### src/rtl/serirq_pkg.sv
package serirq_pkg;
  localparam int NUM_SLOTS   = 16;
  localparam int SLOT_IDX_W  = $clog2(NUM_SLOTS);
  localparam int SLOT_CNT_W  = $clog2(NUM_SLOTS + 1);
  localparam int WIDTH_W     = 3;
  localparam int LOW_CNT_W   = WIDTH_W + 1;
  localparam int EXTRA_MIN   = 3;
  localparam int STOP_QUIET  = 2;
  localparam int STOP_CONT   = 3;

  localparam logic [1:0] MODE_QUIET = 2'b00;
  localparam logic [1:0] MODE_RUN   = 2'b01;
  localparam logic [1:0] MODE_HOLD  = 2'b11;

  typedef enum logic [2:0] {
    ST_IDLE,
    ST_START,
    ST_START_HI,
    ST_DATA,
    ST_STOP_LO,
    ST_STOP_HI
  } frameState_t;

  typedef struct packed {
    logic                  sampleEn;
    logic [SLOT_IDX_W-1:0] slotIdx;
    logic                  commit;
  } dpStrobe_t;
endpackage

### src/rtl/serirq_ctrl.sv
module serirq_ctrl
  import serirq_pkg::*;
(
  input  logic                 clk,
  input  logic                 rstN,
  input  logic [LOW_CNT_W-1:0] effWidth,
  input  logic [1:0]           modeSel,
  input  logic                 lineIn,
  output logic                 driveLow,
  output logic                 driveHigh,
  output dpStrobe_t            strobe
);
  localparam logic [SLOT_CNT_W-1:0] LAST_SLOT = SLOT_CNT_W'(NUM_SLOTS);

  frameState_t           state;
  logic [1:0]            curMode;
  logic [LOW_CNT_W-1:0]  lowCnt;
  logic [1:0]            phase;
  logic [SLOT_CNT_W-1:0] slot;
  logic                  dataDone;

  assign dataDone = (state == ST_DATA) && (slot == LAST_SLOT) && (phase == 2'd1);

  always_ff @(posedge clk) begin
    if (!rstN) begin
      state   <= ST_IDLE;
      curMode <= MODE_RUN;
      lowCnt  <= '0;
      phase   <= '0;
      slot    <= '0;
    end else begin
      case (state)
        ST_IDLE: begin
          if (curMode == MODE_RUN) begin
            state  <= ST_START;
            lowCnt <= LOW_CNT_W'(effWidth + 1'b1);
          end else if (curMode == MODE_HOLD) begin
            if (modeSel != MODE_HOLD) begin
              state  <= ST_START;
              lowCnt <= LOW_CNT_W'(effWidth + 1'b1);
            end
          end else if (!lineIn) begin
            state  <= ST_START;
            lowCnt <= effWidth;
          end
        end
        ST_START: begin
          lowCnt <= lowCnt - 1'b1;
          if (lowCnt <= LOW_CNT_W'(1)) state <= ST_START_HI;
        end
        ST_START_HI: begin
          state <= ST_DATA;
          phase <= 2'd1;
          slot  <= '0;
        end
        ST_DATA: begin
          if (dataDone) begin
            state   <= ST_STOP_LO;
            curMode <= modeSel;
            lowCnt  <= modeSel[0] ? LOW_CNT_W'(STOP_CONT) : LOW_CNT_W'(STOP_QUIET);
          end else if (phase == 2'd2) begin
            phase <= 2'd0;
            slot  <= slot + 1'b1;
          end else begin
            phase <= phase + 1'b1;
          end
        end
        ST_STOP_LO: begin
          lowCnt <= lowCnt - 1'b1;
          if (lowCnt <= LOW_CNT_W'(1)) state <= ST_STOP_HI;
        end
        ST_STOP_HI: begin
          if (curMode == MODE_RUN) begin
            state  <= ST_START;
            lowCnt <= LOW_CNT_W'(effWidth + 1'b1);
          end else begin
            state <= ST_IDLE;
          end
        end
        default: state <= ST_IDLE;
      endcase
    end
  end

  always_comb begin
    driveLow        = (state == ST_START) || (state == ST_STOP_LO);
    driveHigh       = (state == ST_START_HI) || (state == ST_STOP_HI);
    strobe.sampleEn = (state == ST_DATA) && (phase == 2'd2);
    strobe.slotIdx  = slot[SLOT_IDX_W-1:0];
    strobe.commit   = dataDone;
  end
endmodule

### src/rtl/serirq_datapath.sv
module serirq_datapath
  import serirq_pkg::*;
(
  input  logic                 clk,
  input  logic                 rstN,
  input  logic [WIDTH_W-1:0]   startWidth,
  input  logic                 lineIn,
  input  dpStrobe_t            strobe,
  output logic [LOW_CNT_W-1:0] effWidth,
  output logic [NUM_SLOTS-1:0] irqLevel
);
  logic [NUM_SLOTS-1:0] shadow;

  assign effWidth = (startWidth < WIDTH_W'(EXTRA_MIN)) ? LOW_CNT_W'(EXTRA_MIN)
                                                      : LOW_CNT_W'(startWidth);

  for (genvar i = 0; i < NUM_SLOTS; i++) begin : g_slot
    always_ff @(posedge clk) begin
      if (!rstN) begin
        shadow[i] <= 1'b1;
      end else if (strobe.sampleEn && (strobe.slotIdx == SLOT_IDX_W'(i))) begin
        shadow[i] <= lineIn;
      end
    end
  end

  always_ff @(posedge clk) begin
    if (!rstN) irqLevel <= '1;
    else if (strobe.commit) irqLevel <= shadow;
  end
endmodule

### src/rtl/serirq_host_ctrl.sv
module serirq_host_ctrl
  import serirq_pkg::*;
(
  input  logic                 clk,
  input  logic                 rstN,
  input  logic [WIDTH_W-1:0]   startWidth,
  input  logic [1:0]           modeSel,
  input  logic                 lineIn,
  output logic                 driveLow,
  output logic                 driveHigh,
  output logic                 outEn,
  output logic [NUM_SLOTS-1:0] irqLevel
);
  dpStrobe_t            strobe;
  logic [LOW_CNT_W-1:0] effWidth;

  serirq_ctrl u_ctrl (
    .clk       (clk),
    .rstN      (rstN),
    .effWidth  (effWidth),
    .modeSel   (modeSel),
    .lineIn    (lineIn),
    .driveLow  (driveLow),
    .driveHigh (driveHigh),
    .strobe    (strobe)
  );

  serirq_datapath u_dp (
    .clk        (clk),
    .rstN       (rstN),
    .startWidth (startWidth),
    .lineIn     (lineIn),
    .strobe     (strobe),
    .effWidth   (effWidth),
    .irqLevel   (irqLevel)
  );

  assign outEn = driveLow | driveHigh;
endmodule

### config.mk
export PLATFORM = sky130hd
export DESIGN_NAME = serirq_host_ctrl
export DESIGN_NICKNAME = d
export VERILOG_FILES = /design/src/rtl/serirq_pkg.sv /design/src/rtl/serirq_ctrl.sv /design/src/rtl/serirq_datapath.sv /design/src/rtl/serirq_host_ctrl.sv
export SDC_FILE = /design/constraint.sdc
export NUM_CORES = 1
export LEC_CHECK = 0
export BUFFER_PORTS_ARGS = -buffer_cell sky130_fd_sc_hd__buf_2
export CAP_MARGIN = 20
export CORE_AREA = 8 8 130 72
export CTS_CLUSTER_DIAMETER = 150
export DETAILED_ROUTE_END_ITERATION = 16
export DIE_AREA = 0 0 138 80
export PLACE_DENSITY = 0.49
export SYNTH_ARGS = -nofsm -noshare
export SYNTH_HDL_FRONTEND = slang
export SYNTH_HIERARCHICAL = 1
export SYNTH_SLANG_ARGS = --single-unit
### constraint.sdc
create_clock -name clk -period 3.95 [get_ports clk]
set_input_delay 0.1975 -clock clk [delete_from_list [all_inputs] [get_ports clk]]
set_output_delay 0.1975 -clock clk [all_outputs]
set_load 0.01 [all_outputs]
==> impl_metrics.prom <==
# TYPE chip_impl_metric gauge
chip_impl_metric{name="final.hold.worst_slack",unit="ns"} 0.1832
chip_impl_metric{name="r2r.worst_path.cells",unit=""} 5
chip_impl_metric{name="hold_viol",unit=""} 0
chip_impl_info{name="clk_root_buffer_cell",value="sky130_fd_sc_hd__clkbuf_16"} 1
chip_impl_metric{name="start_util",unit="%"} 33.40
chip_impl_metric{name="antenna-diode-count",unit=""} 0
chip_impl_metric{name="synth_enable_flop_cells",unit=""} 0
chip_impl_metric{name="postLayoutCoreUtil",unit="%"} 37.10
chip_impl_info{name="ys_top_cells_by_area",value="sky130_fd_sc_hd__dfxtp_1 (38%), sky130_fd_sc_hd__mux2i_1 (8.3%), sky130_fd_sc_hd__nand2_1 (5.9%)"} 1
chip_impl_info{name="startpoint_of_the_most_critical_register_to_register_path",value="u_ctrl/state[0]"} 1
chip_impl_metric{name="vdd_drop_max",unit="mV"} 0.2359
chip_impl_metric{name="drt.antenna.violating_nets",unit=""} 0
chip_impl_metric{name="postPlaceCellArea",unit="um^2"} 2655
chip_impl_metric{name="rrSetupSlack",unit="ns"} 1.52
chip_impl_metric{name="post_cts_setup_buffer_count",unit=""} 0
chip_impl_metric{name="synth_cell_types",unit=""} 61
chip_impl_metric{name="post-route-min-period",unit="ns"} 2.430
chip_impl_metric{name="synth_top_area_share",unit="%"} 37.87
chip_impl_metric{name="final_nets",unit=""} 311
chip_impl_metric{name="clock.fmax",unit="GHz"} 0.4115
chip_impl_metric{name="core.rowCount",unit=""} 23
chip_impl_metric{name="largest_net_degree_at_the_start_of_global_routing",unit=""} 47
chip_impl_metric{name="yosys_warning_count",unit=""} 6
chip_impl_metric{name="syn-cell-area",unit="um^2"} 2537
chip_impl_metric{name="slew_violations",unit=""} 0
chip_impl_metric{name="floorplan.core_area",unit="um^2"} 7597
chip_impl_metric{name="routed_wire_length_per_instance",unit="um"} 15.54
chip_impl_metric{name="synth_nets",unit=""} 297
chip_impl_info{name="most_used_standard_cell_by_instance_count_after_synthesis",value="sky130_fd_sc_hd__dfxtp_1"} 1
chip_impl_metric{name="die_y",unit="um"} 80
chip_impl_metric{name="fraction_of_final_layout_cells_sized_beyond_drive_strength_1",unit="%"} 18.06
chip_impl_metric{name="postCtsHoldBufs",unit=""} 0
chip_impl_metric{name="final_cell_count_no_fill",unit=""} 399
chip_impl_metric{name="drt_iter0_drc",unit=""} 156
chip_impl_metric{name="antenna_found_initial",unit=""} 0
chip_impl_metric{name="ys_ff_latch",unit=""} 48
chip_impl_metric{name="cts_max_level",unit=""} 2
chip_impl_metric{name="ffs_w_async_s_r_synth",unit="%"} 0
chip_impl_metric{name="synthCells",unit=""} 284
chip_impl_metric{name="pin_count",unit=""} 27
chip_impl_metric{name="total_drc_errors_in_the_routed_layout",unit=""} 0
chip_impl_metric{name="syn_avg_cell_area",unit="um^2"} 8.935
chip_impl_metric{name="grt_use_total",unit="%"} 11.30
chip_impl_metric{name="critPathArrivalTime",unit="ns"} 2.57
chip_impl_info{name="grt_setup_unrepaired",value="false"} 1
chip_impl_info{name="hp_class",value="input pin to flip-flop"} 1
chip_impl_metric{name="power_density",unit="nW/um^2"} 487.3
chip_impl_metric{name="gp_congestion",unit=""} 0.7856
chip_impl_metric{name="finClkSkew",unit="ns"} 0.005553
chip_impl_info{name="worstPathCellList",value="nand3b_4, nor2_2, buf_4, mux2i_1, nand2_1"} 1
chip_impl_info{name="worst_setup_path_end_kind",value="flip-flop"} 1
chip_impl_info{name="synth_ff_type",value="sky130_fd_sc_hd__dfxtp_1"} 1
chip_impl_metric{name="setup_viol",unit=""} 0
chip_impl_info{name="ys_top_cells_by_count",value="sky130_fd_sc_hd__dfxtp_1 (48), sky130_fd_sc_hd__nand2_1 (40), sky130_fd_sc_hd__mux2i_1 (21)"} 1
chip_impl_info{name="holdPathEnd",value="u_ctrl/curMode[0]"} 1
chip_impl_metric{name="synth_to_final_area_change",unit="%"} 11.09
chip_impl_metric{name="postRouteWirelength",unit="um"} 6199
chip_impl_info{name="worst_path_dominant_cell_family",value="simple AND/OR/NAND/NOR gates"} 1
chip_impl_metric{name="critPathBufInv",unit=""} 1
chip_impl_info{name="cp_slowest_cell",value="sky130_fd_sc_hd__dfxtp_1"} 1
chip_impl_info{name="worstSetupPathType",value="flip-flop to flip-flop"} 1
chip_impl_metric{name="die-area",unit="um^2"} 11040
chip_impl_metric{name="grt_pass1_wl",unit="um"} 10060
chip_impl_info{name="synth_top_area_cell",value="sky130_fd_sc_hd__dfxtp_1"} 1
chip_impl_metric{name="tightestPinTransition",unit="ns"} 0.7996
chip_impl_metric{name="critical_path_required",unit="ns"} 4.09
chip_impl_metric{name="dp_cells",unit=""} 391
chip_impl_metric{name="cts_num_sinks",unit=""} 48
chip_impl_metric{name="total_via_count_after_detailed_routing",unit=""} 1970
chip_impl_metric{name="critPathMaxFanout",unit=""} 23
chip_impl_metric{name="clk-insertion-delay-late",unit="ns"} 0.29
chip_impl_metric{name="grt_overflow_total",unit=""} 0
chip_impl_info{name="outcome",value="finished, final reports clean"} 1
chip_impl_metric{name="cp_slowest_stage_delay",unit="ns"} 0.86
chip_impl_metric{name="leakagePower",unit="nW"} 1.032
chip_impl_info{name="setup.worst_path.start_class",value="flip-flop"} 1
chip_impl_metric{name="drv.max_cap_violation_count",unit=""} 0
chip_impl_metric{name="cts_buffers",unit=""} 5
chip_impl_info{name="min_from",value="modeSel[0]"} 1
chip_impl_metric{name="synth-seq-area-share",unit="%"} 37.87
chip_impl_metric{name="final_clock_period_utilization_by_the_worst_path",unit="%"} 61.53
chip_impl_metric{name="port_buffers",unit=""} 26
chip_impl_metric{name="tns",unit="ns"} 0
chip_impl_metric{name="max-clock-path-buffers",unit=""} 2
chip_impl_metric{name="drtPass1Iterations",unit=""} 4
chip_impl_metric{name="detailed_place_hpwl",unit="um"} 4486
chip_impl_metric{name="worstHoldPathCells",unit=""} 3
chip_impl_metric{name="number_of_global_route_vias_before_repair",unit=""} 1843
chip_impl_metric{name="detail_route.vias_per_cell",unit=""} 4.937
chip_impl_info{name="tritoncts",value="done"} 1
chip_impl_metric{name="final_cell_area",unit="um^2"} 2819
chip_impl_metric{name="relSlewSlack",unit="%"} 45.31
chip_impl_metric{name="horiz_die_dim",unit="um"} 138
chip_impl_info{name="rr_endpoint",value="u_dp/irqLevel[8]"} 1
chip_impl_metric{name="post_cts_resized",unit=""} 0
chip_impl_metric{name="clk_transition_reported_paths",unit="ns"} 0.06
==> layer usage <==
layer | GRT usage [%] | share of wire, % | up-vias
met5 | 0 | 0 | -
met4 | 2.583 | 0.68 | 0
met3 | 3.444 | 6.7 | 7
met2 | 13.91 | 34 | 52
met1 | 17.63 | 59 | 885
li1 | - | - | 1026
==> logic make-up (layout without fill, tap and decap cells) <==
logic type | count (synthesis) | in the layout | share of synthesized area (%)
AND/OR/NAND/NOR | 121 | 121 | 27.07
AO/OA/AOI/OAI | 54 | 54 | 14.79
flip-flops | 48 | 48 | 37.87
buffers and inverters | 27 | 42 | 6.854
multiplexers | 22 | 22 | 8.728
XOR/XNOR | 6 | 6 | 2.071
adder cells (fa/ha/maj) | 5 | 5 | 2.465
other | 1 | 1 | 0.1478
==> flip-flops by register name, indices dropped and copies added (netlist names) <==
register        count
u_dp/irqLevel      16
u_ctrl/lowCnt       4
u_dp/shadow        16
u_ctrl/state        3
u_ctrl/slot         5
u_ctrl/phase        2
u_ctrl/curMode      2
==> cell type report <==
cell class,count,area [um^2]
clock buffers,6,128.9
clock inverters,2,35.03
fillers,799,4778
inverters,7,26.28
multi-input cells,209,1405
flip-flops and latches,48,960.9
well taps,100,125.1
repair buffers,27,137.6
==> power by group <==
group | switching [mW] | internal (mW)
combinational | 0.154 | 0.146
clock | 0.181 | 0.298
sequential | 0.0814 | 0.513
total | 0.417 | 0.957
==> stage by stage <==
step | worst slack (ns) | total power [mW]
floorplan | 1.964 | 0.8363
global placement | 1.598 | 0.9023
detailed placement | 1.525 | 0.9031
CTS | 1.523 | 1.385
global route | 1.296 | 1.453
finish | 1.520 | 1.374
==> worst max path at each step <==
stage / from / end / slack (ns) / depth (start not counted)
finish: u_ctrl/state[0] / u_dp/irqLevel[8] / 1.52 / 5
global route: u_ctrl/slot[0] / u_dp/irqLevel[15] / 1.30 / 8
CTS: u_ctrl/state[0] / u_dp/irqLevel[6] / 1.52 / 5
detailed placement: u_ctrl/state[0] / u_dp/irqLevel[6] / 1.53 / 5
global placement: u_ctrl/slot[0] / u_dp/irqLevel[1] / 1.60 / 8
floorplan: u_ctrl/slot[0] / u_dp/irqLevel[0] / 1.96 / 10
==> worst register-to-register path: stages (launching register included) <==
cell and delay (ns):
sky130_fd_sc_hd__dfxtp_1 0.86, sky130_fd_sc_hd__nand3b_4 0.20, sky130_fd_sc_hd__nor2_2 0.60, sky130_fd_sc_hd__buf_4 0.34, sky130_fd_sc_hd__mux2i_1 0.21, sky130_fd_sc_hd__nand2_1 0.07
==> placed cells by master (no fill, tap or decap), types with 6 or more instances in the layout <==
master / instances
sky130_fd_sc_hd__buf_2: 26
sky130_fd_sc_hd__nand2b_1: 12
sky130_fd_sc_hd__a21oi_1: 6
sky130_fd_sc_hd__dfxtp_1: 48
sky130_fd_sc_hd__o21ai_0: 16
sky130_fd_sc_hd__nand3_1: 19
sky130_fd_sc_hd__nand2_1: 40
sky130_fd_sc_hd__mux2i_1: 21
sky130_fd_sc_hd__nor2_1: 9
sky130_fd_sc_hd__inv_1: 7
No activity file was read; power rests on OpenSTA's default activity.
